<file path="src/rtl/bdg_pkg.sv">
package bdg_pkg;

   // what the counter does on the coming clock edge
   typedef enum logic [2:0] {
      ACT_HOLD      = 3'd0,
      ACT_DEC       = 3'd1,
      ACT_WRITE     = 3'd2,
      ACT_LATE_LOAD = 3'd3,
      ACT_EXPIRE    = 3'd4
   } cnt_act_e;

   function automatic logic act_loads_reload(input cnt_act_e a);
      return (a == ACT_LATE_LOAD) || (a == ACT_EXPIRE);
   endfunction

endpackage

</file>
<file path="src/rtl/bdg_ctrl.sv">
module bdg_ctrl
   import bdg_pkg::*;
(
   input  logic     run_i,
   input  logic     wr_en_i,
   input  logic     late_pend_i,
   input  logic     cnt_low_i,
   output cnt_act_e act_o,
   output logic     expire_o
);

   // priority: write while running, freeze, deferred load, expiry, count
   always_comb begin
      if (wr_en_i && run_i)      act_o = ACT_WRITE;
      else if (!run_i)           act_o = ACT_HOLD;
      else if (late_pend_i)      act_o = ACT_LATE_LOAD;
      else if (cnt_low_i)        act_o = ACT_EXPIRE;
      else                       act_o = ACT_DEC;
   end

   assign expire_o = (act_o == ACT_EXPIRE);

endmodule

</file>
<file path="src/rtl/bdg_reload_reg.sv">
module bdg_reload_reg #(
   parameter int WIDTH = 16
) (
   input  logic             clk_i,
   input  logic             rst_ni,
   input  logic             run_i,
   input  logic             wr_en_i,
   input  logic [WIDTH-1:0] wr_data_i,
   output logic [WIDTH-1:0] reload_o,
   output logic             late_pend_o
);

   logic [WIDTH-1:0] reload_q;
   logic             pend_q;

   always_ff @(posedge clk_i or negedge rst_ni) begin
      if (!rst_ni) begin
         reload_q <= '0;
      end else if (wr_en_i) begin
         reload_q <= wr_data_i;
      end
   end

   // a write while frozen leaves a restart owed to the counter
   always_ff @(posedge clk_i or negedge rst_ni) begin
      if (!rst_ni) begin
         pend_q <= 1'b0;
      end else if (wr_en_i && !run_i) begin
         pend_q <= 1'b1;
      end else if (run_i) begin
         pend_q <= 1'b0;
      end
   end

   assign reload_o    = reload_q;
   assign late_pend_o = pend_q;

   p_pend_set_r6: assert property (@(posedge clk_i) disable iff (!rst_ni)
      (wr_en_i && !run_i) |=> late_pend_o);

   p_pend_clear_r6: assert property (@(posedge clk_i) disable iff (!rst_ni)
      run_i |=> !late_pend_o);

endmodule

</file>
<file path="src/rtl/bdg_down_counter.sv">
module bdg_down_counter
   import bdg_pkg::*;
#(
   parameter int WIDTH = 16
) (
   input  logic             clk_i,
   input  logic             rst_ni,
   input  cnt_act_e         act_i,
   input  logic [WIDTH-1:0] wr_data_i,
   input  logic [WIDTH-1:0] reload_i,
   output logic [WIDTH-1:0] cnt_o,
   output logic             cnt_low_o
);

   localparam logic [WIDTH-1:0] ONE = WIDTH'(1);

   logic [WIDTH-1:0] cnt_q;

   always_ff @(posedge clk_i or negedge rst_ni) begin
      if (!rst_ni) begin
         cnt_q <= '0;
      end else begin
         unique case (act_i)
            ACT_WRITE:               cnt_q <= wr_data_i;
            ACT_LATE_LOAD,
            ACT_EXPIRE:              cnt_q <= reload_i;
            ACT_DEC:                 cnt_q <= cnt_q - ONE;
            default:                 cnt_q <= cnt_q;
         endcase
      end
   end

   // 0 or 1 counts as expired: a zero reload gives a period of one clock
   assign cnt_low_o = (cnt_q[WIDTH-1:1] == '0);
   assign cnt_o     = cnt_q;

   p_reload_src_r3: assert property (@(posedge clk_i) disable iff (!rst_ni)
      act_loads_reload(act_i) |=> cnt_o == $past(reload_i));

endmodule

</file>
<file path="src/rtl/bdg_tick_out.sv">
module bdg_tick_out #(
   parameter bit REGISTERED = 1'b1
) (
   input  logic clk_i,
   input  logic rst_ni,
   input  logic expire_i,
   output logic tick_o
);

   generate
      if (REGISTERED) begin : g_reg
         logic tick_q;
         always_ff @(posedge clk_i or negedge rst_ni) begin
            if (!rst_ni) tick_q <= 1'b0;
            else         tick_q <= expire_i;
         end
         assign tick_o = tick_q;
      end else begin : g_comb
         logic unused_clk;
         assign unused_clk = clk_i ^ rst_ni;
         assign tick_o     = expire_i;
      end
   endgenerate

endmodule

</file>
<file path="src/rtl/baud_tick_gen.sv">
module baud_tick_gen
   import bdg_pkg::*;
#(
   parameter int WIDTH           = 16,
   parameter bit TICK_REGISTERED = 1'b1
) (
   input  logic             clk_i,
   input  logic             rst_ni,
   input  logic             run_i,
   input  logic             wr_en_i,
   input  logic [WIDTH-1:0] wr_data_i,
   output logic [WIDTH-1:0] rd_data_o,
   output logic             tick_o
);

   localparam logic [WIDTH-1:0] ONE = WIDTH'(1);

   generate
      if (WIDTH < 2 || WIDTH > 32) begin : g_bad_width
         $error("baud_tick_gen: WIDTH must lie in 2..32");
      end
   endgenerate

   cnt_act_e         act;
   logic             expire;
   logic             late_pend;
   logic             cnt_low;
   logic [WIDTH-1:0] reload;
   logic [WIDTH-1:0] cnt;

   bdg_reload_reg #(.WIDTH(WIDTH)) i_reload (
      .clk_i       (clk_i),
      .rst_ni      (rst_ni),
      .run_i       (run_i),
      .wr_en_i     (wr_en_i),
      .wr_data_i   (wr_data_i),
      .reload_o    (reload),
      .late_pend_o (late_pend)
   );

   bdg_ctrl i_ctrl (
      .run_i       (run_i),
      .wr_en_i     (wr_en_i),
      .late_pend_i (late_pend),
      .cnt_low_i   (cnt_low),
      .act_o       (act),
      .expire_o    (expire)
   );

   bdg_down_counter #(.WIDTH(WIDTH)) i_cnt (
      .clk_i     (clk_i),
      .rst_ni    (rst_ni),
      .act_i     (act),
      .wr_data_i (wr_data_i),
      .reload_i  (reload),
      .cnt_o     (cnt),
      .cnt_low_o (cnt_low)
   );

   bdg_tick_out #(.REGISTERED(TICK_REGISTERED)) i_tick (
      .clk_i    (clk_i),
      .rst_ni   (rst_ni),
      .expire_i (expire),
      .tick_o   (tick_o)
   );

   assign rd_data_o = cnt;

   p_hold_stopped_r7: assert property (@(posedge clk_i) disable iff (!rst_ni)
      !run_i |=> $stable(rd_data_o));

   p_load_on_write_r5: assert property (@(posedge clk_i) disable iff (!rst_ni)
      (run_i && wr_en_i) |=> rd_data_o == $past(wr_data_i));

   p_step_down_r2: assert property (@(posedge clk_i) disable iff (!rst_ni)
      (run_i && !wr_en_i && !late_pend && rd_data_o > ONE)
      |=> rd_data_o == $past(rd_data_o) - ONE);

   p_late_load_r6: assert property (@(posedge clk_i) disable iff (!rst_ni)
      (run_i && !wr_en_i && late_pend) |=> rd_data_o == $past(reload));

   generate
      if (TICK_REGISTERED) begin : g_tick_chk
         p_no_tick_frozen_r7: assert property (@(posedge clk_i) disable iff (!rst_ni)
            !run_i |=> !tick_o);

         p_write_wins_r8: assert property (@(posedge clk_i) disable iff (!rst_ni)
            wr_en_i |=> !tick_o);

         p_expiry_ticks_r3: assert property (@(posedge clk_i) disable iff (!rst_ni)
            (run_i && !wr_en_i && !late_pend && rd_data_o <= ONE) |=> tick_o);

         p_single_tick_r9: assert property (@(posedge clk_i) disable iff (!rst_ni)
            (tick_o && rd_data_o > ONE) |=> !tick_o);
      end
   endgenerate

endmodule

</file>
<file path="config.mk">
export PLATFORM = sky130hd
export DESIGN_NAME = baud_tick_gen
export DESIGN_NICKNAME = d
export VERILOG_FILES = /design/src/rtl/bdg_pkg.sv /design/src/rtl/bdg_ctrl.sv /design/src/rtl/bdg_reload_reg.sv /design/src/rtl/bdg_down_counter.sv /design/src/rtl/bdg_tick_out.sv /design/src/rtl/baud_tick_gen.sv
export SDC_FILE = /design/constraint.sdc
export NUM_CORES = 1
export LEC_CHECK = 0
export BUFFER_PORTS_ARGS = -buffer_cell sky130_fd_sc_hd__buf_2
export CORE_MARGIN = 2
export CORE_UTILIZATION = 40
export DETAILED_ROUTE_END_ITERATION = 12
export GPL_TIMING_DRIVEN = 0
export SLEW_MARGIN = 20
export SYNTH_ARGS = -nofsm -noshare
export SYNTH_HDL_FRONTEND = slang
export SYNTH_HIERARCHICAL = 1
export SYNTH_SLANG_ARGS = --single-unit
export TNS_END_PERCENT = 1
</file>
<file path="constraint.sdc">
create_clock -name clk_i -period 5.2 [get_ports clk_i]
set_input_delay 0.78 -clock clk_i [delete_from_list [all_inputs] [get_ports clk_i]]
set_output_delay 0.78 -clock clk_i [all_outputs]
set_load 0.03 [all_outputs]
</file>
======== Word-level counts from Yosys, hierarchy flattened ========
Cells that the tools add are included.
operators by class
  add/sub/neg operators ................... 1
  equal/unequal tests ..................... 4
  mux-type cells .......................... 7
  reductions and logical operators ........ 7
operators by type and width
  cell                                                  count
  case mux 16 bit (3 select lines)                      1
  subtractor 16 x 1 -> 16 bit (second input constant)   1
  logical NOT 15 bit                                    1
  2-to-1 mux 3 bit                                      4
  equality test 3 x 2 -> 1 bit (second input constant)  2
  equality test 3 x 1 -> 1 bit (second input constant)  1
  equality test 3 bit (second input constant)           1
  nonzero test 3 bit                                    1
  logical AND 1 bit                                     2
  2-to-1 mux 1 bit                                      2
  nonzero test 2 bit                                    1
  OR reduction 2 bit                                    1
  logical NOT 1 bit                                     1
word-level totals
  bits in registers ....................... 34
  input bits .............................. 20
  output and inout port bits .............. 17
  word-level logic and storage cells ...... 23

======== Depth between registers and ports, before layout ========
Gate-level depths: netlist of run 1.
  depth in word-level cells ............... 8
  mapped depth ............................ 13
  depth with buffers taken out ............ 11

======== Hierarchy ========
The synthesis of run 1 kept the hierarchy.
by module, submodules not included
  module            times used  cells each  area an instance (µm²)  seq. area each (µm²)
  bdg_down_counter  1           197         1492.7                  400.4
  bdg_reload_reg    1           36          680.7                   425.4
  bdg_ctrl          1           5           46.3                    0.0
  bdg_tick_out      1           1           25.0                    25.0

======== Worst setup path after synthesis of run 1 ========
OpenSTA, ideal clock, no wires.
  kind .................................... register to register
  from .................................... register i_cnt.cnt_q[8], in the netlist i_cnt/cnt_o[8]
  to ...................................... register i_cnt.cnt_q[13], in the netlist i_cnt/cnt_o[13]
  setup time .............................. 0.144 ns
  arrival time ............................ 3.017 ns
  data required time ...................... 5.056 ns
  slack ................................... 2.039 ns
  cell stages (with the launch flop) ...... 13
  buffers on the path ..................... 3
  clock period less this slack ............ 3.161 ns
  cells stage by stage .................... dfrtp_1 > nor3_2 > nor3b_1 > nand2_1 > nor4_1 > nor2b_2 > and3b_1 > clkbuf_1 > buf_1 > buf_1 > a21oi_1 > a21oi_1 > o311ai_1
between the ends
  cells in the longest elaborated chain, start to end .. 8
  elaborated cells between the ends (all ways) .. 13
  those cells by class .................... 1 x add/sub; 4 x eq/ne; 5 x mux; 3 x reduce/logical
ends and longest elaborated chain
  element                                                                        line                    text
  start, declared                                                                bdg_down_counter.sv:17  logic [WIDTH-1:0] cnt_q;
  start signal, assigned                                                         bdg_down_counter.sv:24  ACT_WRITE: cnt_q <= wr_data_i;
  start signal, assigned                                                         bdg_down_counter.sv:26  ACT_EXPIRE: cnt_q <= reload_i;
  start signal, assigned                                                         bdg_down_counter.sv:27  ACT_DEC: cnt_q <= cnt_q - ONE;
  logical NOT 15 bit *                                                           bdg_down_counter.sv:34  assign cnt_low_o = (cnt_q[WIDTH-1:1] == '0);
  named net cnt_low                                                              baud_tick_gen.sv:27     logic cnt_low;
  2-to-1 mux 3 bit *                                                             bdg_ctrl.sv:17          else if (cnt_low_i) act_o = ACT_EXPIRE;
  2-to-1 mux 3 bit *                                                             bdg_ctrl.sv:16          else if (late_pend_i) act_o = ACT_LATE_LOAD;
  2-to-1 mux 3 bit *                                                             bdg_ctrl.sv:15          else if (!run_i) act_o = ACT_HOLD;
  2-to-1 mux 3 bit *                                                             bdg_ctrl.sv:14          if (wr_en_i && run_i) act_o = ACT_WRITE;
  named net act[2]                                                               baud_tick_gen.sv:24     cnt_act_e act;
  equality test 3 x 2 -> 1 bit / equality test 3 bit (equally long branches)     bdg_down_counter.sv:23  unique case (act_i)
  OR reduction 2 bit                                                             bdg_down_counter.sv:23
  case mux 16 bit (3 select lines) / nonzero test 3 bit (equally long branches)  --
Mark *: on every way through the listed nets, which the timed path passes. The rest lies on a longest branch.
A chain may end at the register's enable or synchronous reset.

======== Final worst setup path of run 1 ========
  from .................................... register i_cnt.cnt_q[7], in the netlist i_cnt/cnt_o[7]
  to ...................................... register i_cnt.cnt_q[0], in the netlist i_cnt/cnt_o[0]
Same word-level chain as after synthesis.

==> results of run 1 <==
-- power by group through the flow --
stage | registers (W) | clock network, W | logic (W)
after floorplan | 0.000393 | 0 | 0.000129
after global placement | 0.000354 | 0 | 0.000245
after detailed placement | 0.000355 | 0 | 0.000249
after CTS | 0.000351 | 0.000192 | 0.000250
after global routing | 0.000357 | 0.000203 | 0.000272
final | 0.000351 | 0.000187 | 0.000248
-- state kept, by name, indices dropped and copies added (netlist names) --
register	count
i_reload/reload_o	16
i_cnt/cnt_o	16
i_reload/late_pend_o	1
i_tick/tick_o	1
-- per-stage QoR --
stage,hold slack (ns),worst slack [ns]
after global routing,0.542,0.698
after CTS,0.533,1.21
after floorplan,0.479,2.04
after detailed placement,0.503,1.33
after global placement,0.502,1.31
final,0.530,1.17
-- worst max-delay path: stages, from the launching register on --
cell,delay [ns]
dfrtp_1,0.48
nor3_2,0.25
nor3b_1,0.54
nand2_1,0.09
nor4_1,0.44
nor2b_2,0.28
and3b_1,0.22
clkbuf_1,0.34
buf_1,0.44
buf_1,0.46
a21oi_1,0.13
o22ai_1,0.17
nor2_1,0.06
-- cells by family (layout without fill, tap and decap cells) --
logic type / after synthesis / count (layout)
adders and majority gates: 1 / 1
AOI/OAI and AO/OA: 65 / 65
muxes: 23 / 23
and+or+nand+nor: 90 / 90
xor gates and xnor gates: 3 / 3
DFF: 34 / 34
buffers and inverters: 23 / 66
-- layout by cell type (no fill, tap or decap), types with 7 or more instances in the layout --
cell type	Yosys	routed
dfrtp_1	34	34
nor2_1	21	21
mux2_2	9	9
a21oi_1	13	13
buf_2	1	37
inv_1	7	7
nand2_1	24	24
a31oi_1	7	7
mux2_4	9	9
-- final timing paths --
kind	depth (start not counted)	end	from
setup / recovery	12	i_cnt/cnt_o[0]	i_cnt/cnt_o[7]
hold / removal	1	i_reload/reload_o[4]	i_reload/reload_o[4]
setup reg to reg	12	i_cnt/cnt_o[0]	i_cnt/cnt_o[7]
hold reg to reg	1	i_reload/reload_o[4]	i_reload/reload_o[4]
max in group asynchronous	1	i_cnt/cnt_o[10]	rst_ni
min in group asynchronous	1	i_cnt/cnt_o[7]	rst_ni
-- area by class of cell --
type                            instances  area (µm²)
Clock inverter                          2        10.0
Buffer                                 15        88.8
Clock buffer                            5        68.8
Tap cell                               72        90.1
Fill cell                             554        2880
Timing Repair Buffer                   36         180
Sequential cell                        34         851
Multi-Input combinational cell        182        1270
Inverter                                8        30.0
-- per-layer routing --
layer | global-route usage [%] | wire (µm) | vias up
met5 | 0 | 0 | -
met4 | 4.14 | 37 | 0
met3 | 3.52 | 312 | 5
met2 | 31.7 | 2770 | 64
met1 | 29.4 | 2880 | 970
li1 | - | - | 974
==> impl_metrics.tcl, run 1 <==
set metrics [dict create \
    grt_max_degree 35 \
    place_area_um2 2510 \
    stdcell_count 354 \
    fin_setup_tns_ns 0 \
    critPathMaxFanout 10 \
    finalCritPeriodShare_pct 77.6 \
    synth-seq-cells 34 \
    cts_root_buffer "clkbuf_8" \
    endpoint_kind "register" \
    synth_cell_types 60 \
    startpoint_type "register" \
    grt.overflow.total 0 \
    yosysMostFrequentCell "dfrtp_1" \
    port_buffers 36 \
    synth_top_cell_area_share_pct 37.9 \
    p_int_w 0.000490 \
    rrSetupSlack_ns 1.17 \
    num_rows 27 \
    path_class "reg -> reg" \
    cts_hold_buf 0 \
    wire_per_inst_um 16.9 \
    postSynthAreaPerCell_um2 9.39 \
    clkPwrFrac_pct 23.8 \
    die_h_um 78.9 \
    synth_xor_xnor_area_share_pct 1.17 \
    ant_nets 0 \
    maxSlewViolCount 0 \
    p_sw_share_pct 37.6 \
    cts_tree "done" \
    crit_arrival_ns 4.20 \
    diodes 0 \
    drc 0 \
    synth-async-reset-ratio_pct 100 \
    outcome "finished clean" \
    synth_top_family_by_area "simple AND/OR/NAND/NOR gates" \
    p_switching_w 0.000296 \
    slew_headroom_pct 48.6 \
    synth_area_leader_cell "dfrtp_1" \
    post-cts-setup-buffers 0 \
    first_pass_iters 4 \
    wl_um 6000 \
    clock_skew_ns 0.00654 \
    rsz0062_at_grt "no" \
    cts_sinks 34 \
    seq_area_frac_synth_pct 37.9 \
    fin_util_pct 47.4 \
    power_w 0.000786 \
    final_nets 303 \
    grt_pass1_wl_um 9790 \
    clock_latency_ns 0.29 \
    cts_max_level 2 \
    synth_area_um2 2240 \
    ys_top_cells_by_count "dfrtp_1, nand2_1, nor2_1, a21oi_1" \
    postCtsResizedCells 0 \
    num_io_pins 37 \
    drt_iter0_drc 196 \
    setup_viol 0 \
    synth_compound_area_share_pct 20.2 \
    stdcell_area_um2 2590 \
    vias 2013 \
    cts_buffer_depth 2 \
    timing_worst_slew_pin_value_ns 0.770 \
    period_needed_ns 4.03 \
    vias_per_cell 5.69 \
    hp-class "reg -> reg" \
    syn-num-nets 260 \
    place_congestion 0.892 \
    synth-main-ff-cell "dfrtp_1" \
    power_frac_seq_pct 44.7 \
    synth_edf_count 0 \
    power_frac_comb_pct 31.5 \
    fmax_mhz 248 \
    die_x_um 78.9 \
    final_hold_viol_count 0 \
    yosys.area_share.adder_pct 0.557 \
    maxCapViolCount 0 \
    pwr_density_cell_nw_per_um2 303 \
    grt_usage_pct 20.2 \
    numCtsBuffers 5 \
    initial_core_util_pct 41.0 \
    synth_area_leaders "dfrtp_1, mux2_4, mux2_2" \
    core_area_um2 5470 \
    drive_gt1_share_pct 26.2 \
    cp_data_required_time_ns 5.37 \
    ir_drop_v 0.000154 \
    first_global_vias 1922 \
    p_leak_nw 1.11 \
    syn_to_final_growth_pct 15.6 \
    synth_warnings 6 \
    antenna_found_initial 0 \
    yosys.area_share.simple_pct 21.5 \
    dp_hpwl_um 4320 \
    clkTransAtPathRegs_ns 0.07 \
    die_area_um2 6230 \
    muxShareOfSynthArea_pct 13.3 \
    synthCells 239 \
    dp_cells 347 \
]
No activity file was read; power rests on OpenSTA's default activity.
==> inputs of run 2 (changes only) <==
clock period = 3.3 ns   (was 5.2 ns; I/O delays follow)
==> run 2 against run 1 <==
Die area did not move. Sequential power rose by 60%. Total power rose by 60%. Via count rose by 0.94%. Count of clock-buffer cells in the layout did not move. Largest cell class unchanged. Register-to-register slack got worse by 0.96 ns.
==> impl_metrics.tcl, run 2 (synthesized netlist as in run 1, its figures left out) <==
set metrics [dict create \
    num_io_pins 37 \
    vias_per_cell 5.74 \
    hp-class "in -> async" \
    stdcell_area_um2 2650 \
    cts_root_buffer "clkbuf_8" \
    syn_to_final_growth_pct 18.2 \
    period_needed_ns 3.09 \
    grt_max_degree 35 \
    startpoint_type "register" \
    crit_arrival_ns 3.27 \
    vias 2032 \
    reg2reg_depth 12 \
    fin_util_pct 48.5 \
    diodes 0 \
    cts_max_level 2 \
    place_congestion 0.892 \
    num_rows 27 \
    p_leak_nw 1.15 \
    clock_skew_ns 0.00623 \
    maxSlewViolCount 0 \
    ant_nets 0 \
    cts_tree "done" \
    critPathMaxFanout 10 \
    final_hold_viol_count 0 \
    port_buffers 36 \
    drt_iter0_drc 173 \
    die_h_um 78.9 \
    r2r_end "i_cnt/cnt_o[2]" \
    wire_per_inst_um 17.1 \
    rrSetupSlack_ns 0.21 \
    cts_buffer_depth 2 \
    fmax_mhz 324 \
    power_w 0.00125 \
    fin_setup_tns_ns 0 \
    first_pass_iters 4 \
    timing_worst_slew_pin_value_ns 0.778 \
    clkTransAtPathRegs_ns 0.07 \
    cp_data_required_time_ns 3.48 \
    place_area_um2 2510 \
    dp_hpwl_um 4320 \
    ir_drop_v 0.000243 \
    rsz0062_at_grt "no" \
    clock_latency_ns 0.28 \
    drive_gt1_share_pct 30.9 \
    final_nets 303 \
    grt_pass1_wl_um 9750 \
    die_area_um2 6230 \
    slew_headroom_pct 48.1 \
    wl_um 6070 \
    final_common_cell "buf_2" \
    path_class "reg -> reg" \
    final_cell_mix "buf_2, dfrtp_1, nand2_1, nor2_1, a21oi_1" \
    initial_core_util_pct 41.0 \
    first_global_vias 1915 \
    numCtsBuffers 5 \
    worstReg2RegStart "i_cnt/cnt_o[8]" \
    antenna_found_initial 0 \
    pwr_density_cell_nw_per_um2 473 \
    grt.overflow.total 0 \
    core_area_um2 5470 \
    maxCapViolCount 0 \
    cts_hold_buf 0 \
    die_x_um 78.9 \
    cts_sinks 34 \
    drc 0 \
    setup_viol 0 \
    grt_usage_pct 20.1 \
    fill_cells 550 \
    endpoint_kind "register" \
    finalCritPeriodShare_pct 93.6 \
    outcome "finished clean" \
]
run 2: cell types whose count changed in the layout (fill, tap and decap cells not counted), sizes merged:
cell	change
buf	-1
clkbuf	+1
run 2: critical path, stage by stage (launching register included):
cell and delay (ns):
dfrtp_1 0.45, nor3_4 0.26, nor3b_4 0.28, nand2_1 0.09, nor4_2 0.34, nor2b_2 0.26
and3b_1 0.24, clkbuf_2 0.23, clkbuf_4 0.25, a31oi_1 0.10, o311ai_1 0.12, a21oi_1 0.07
nor4_1 0.29
run 2: per-stage QoR:
step                cells  setup slack (ns)  hold WS, ns
finish                354             0.210        0.284
floorplan             239             0.139        0.199
global placement      347            -0.593        0.502
CTS                   353           -0.0266        0.318
global route          354          0.000851        0.356
detailed placement    347            -0.565        0.503
run 2: layer usage:
metal | track usage, % | share of wire, %
met3 | 3.52 | 4.3
met5 | 0 | 0
met2 | 31.6 | 46
met4 | 4.14 | 0.61
met1 | 29.3 | 49
run 2: where the power goes:
part / internal (W) / leakage, nW / total [W] / switching [W]
sequential: 0.000477 / 0.405 / 0.000560 / 0.0000833
clock: 0.000142 / 0.0438 / 0.000293 / 0.000151
combinational: 0.000162 / 0.700 / 0.000402 / 0.000240
run 2: area by class of cell:
cell class	count	area [µm²]	area share, %
Multi-Input combinational cell	182	1320	49.6
Buffer	14	97.6	3.68
Clock inverter	2	10.0	0.377
Inverter	8	30.0	1.13
Sequential cell	34	852	32.1
Timing Repair Buffer	37	188	7.08
Tap cell	72	90.1	3.40
Clock buffer	5	68.8	2.59
run 2: what timing repair did:
item | 4_1_cts | 5_1_grt
resized for setup | 11 | 8
setup buffers | 0 | 1
endpoints found under the setup margin | 16 | 15
pin swaps | 0 | 0
run 2: worst max path at each step:
stage                         from         endpoint  cells after the start
global route        i_cnt/cnt_o[8]   i_cnt/cnt_o[2]                     12
floorplan           i_cnt/cnt_o[8]  i_cnt/cnt_o[13]                     12
detailed placement  i_cnt/cnt_o[7]   i_cnt/cnt_o[0]                     12
CTS                 i_cnt/cnt_o[7]  i_cnt/cnt_o[14]                     11
finish              i_cnt/cnt_o[8]   i_cnt/cnt_o[2]                     12
global placement    i_cnt/cnt_o[7]  i_cnt/cnt_o[13]                     12
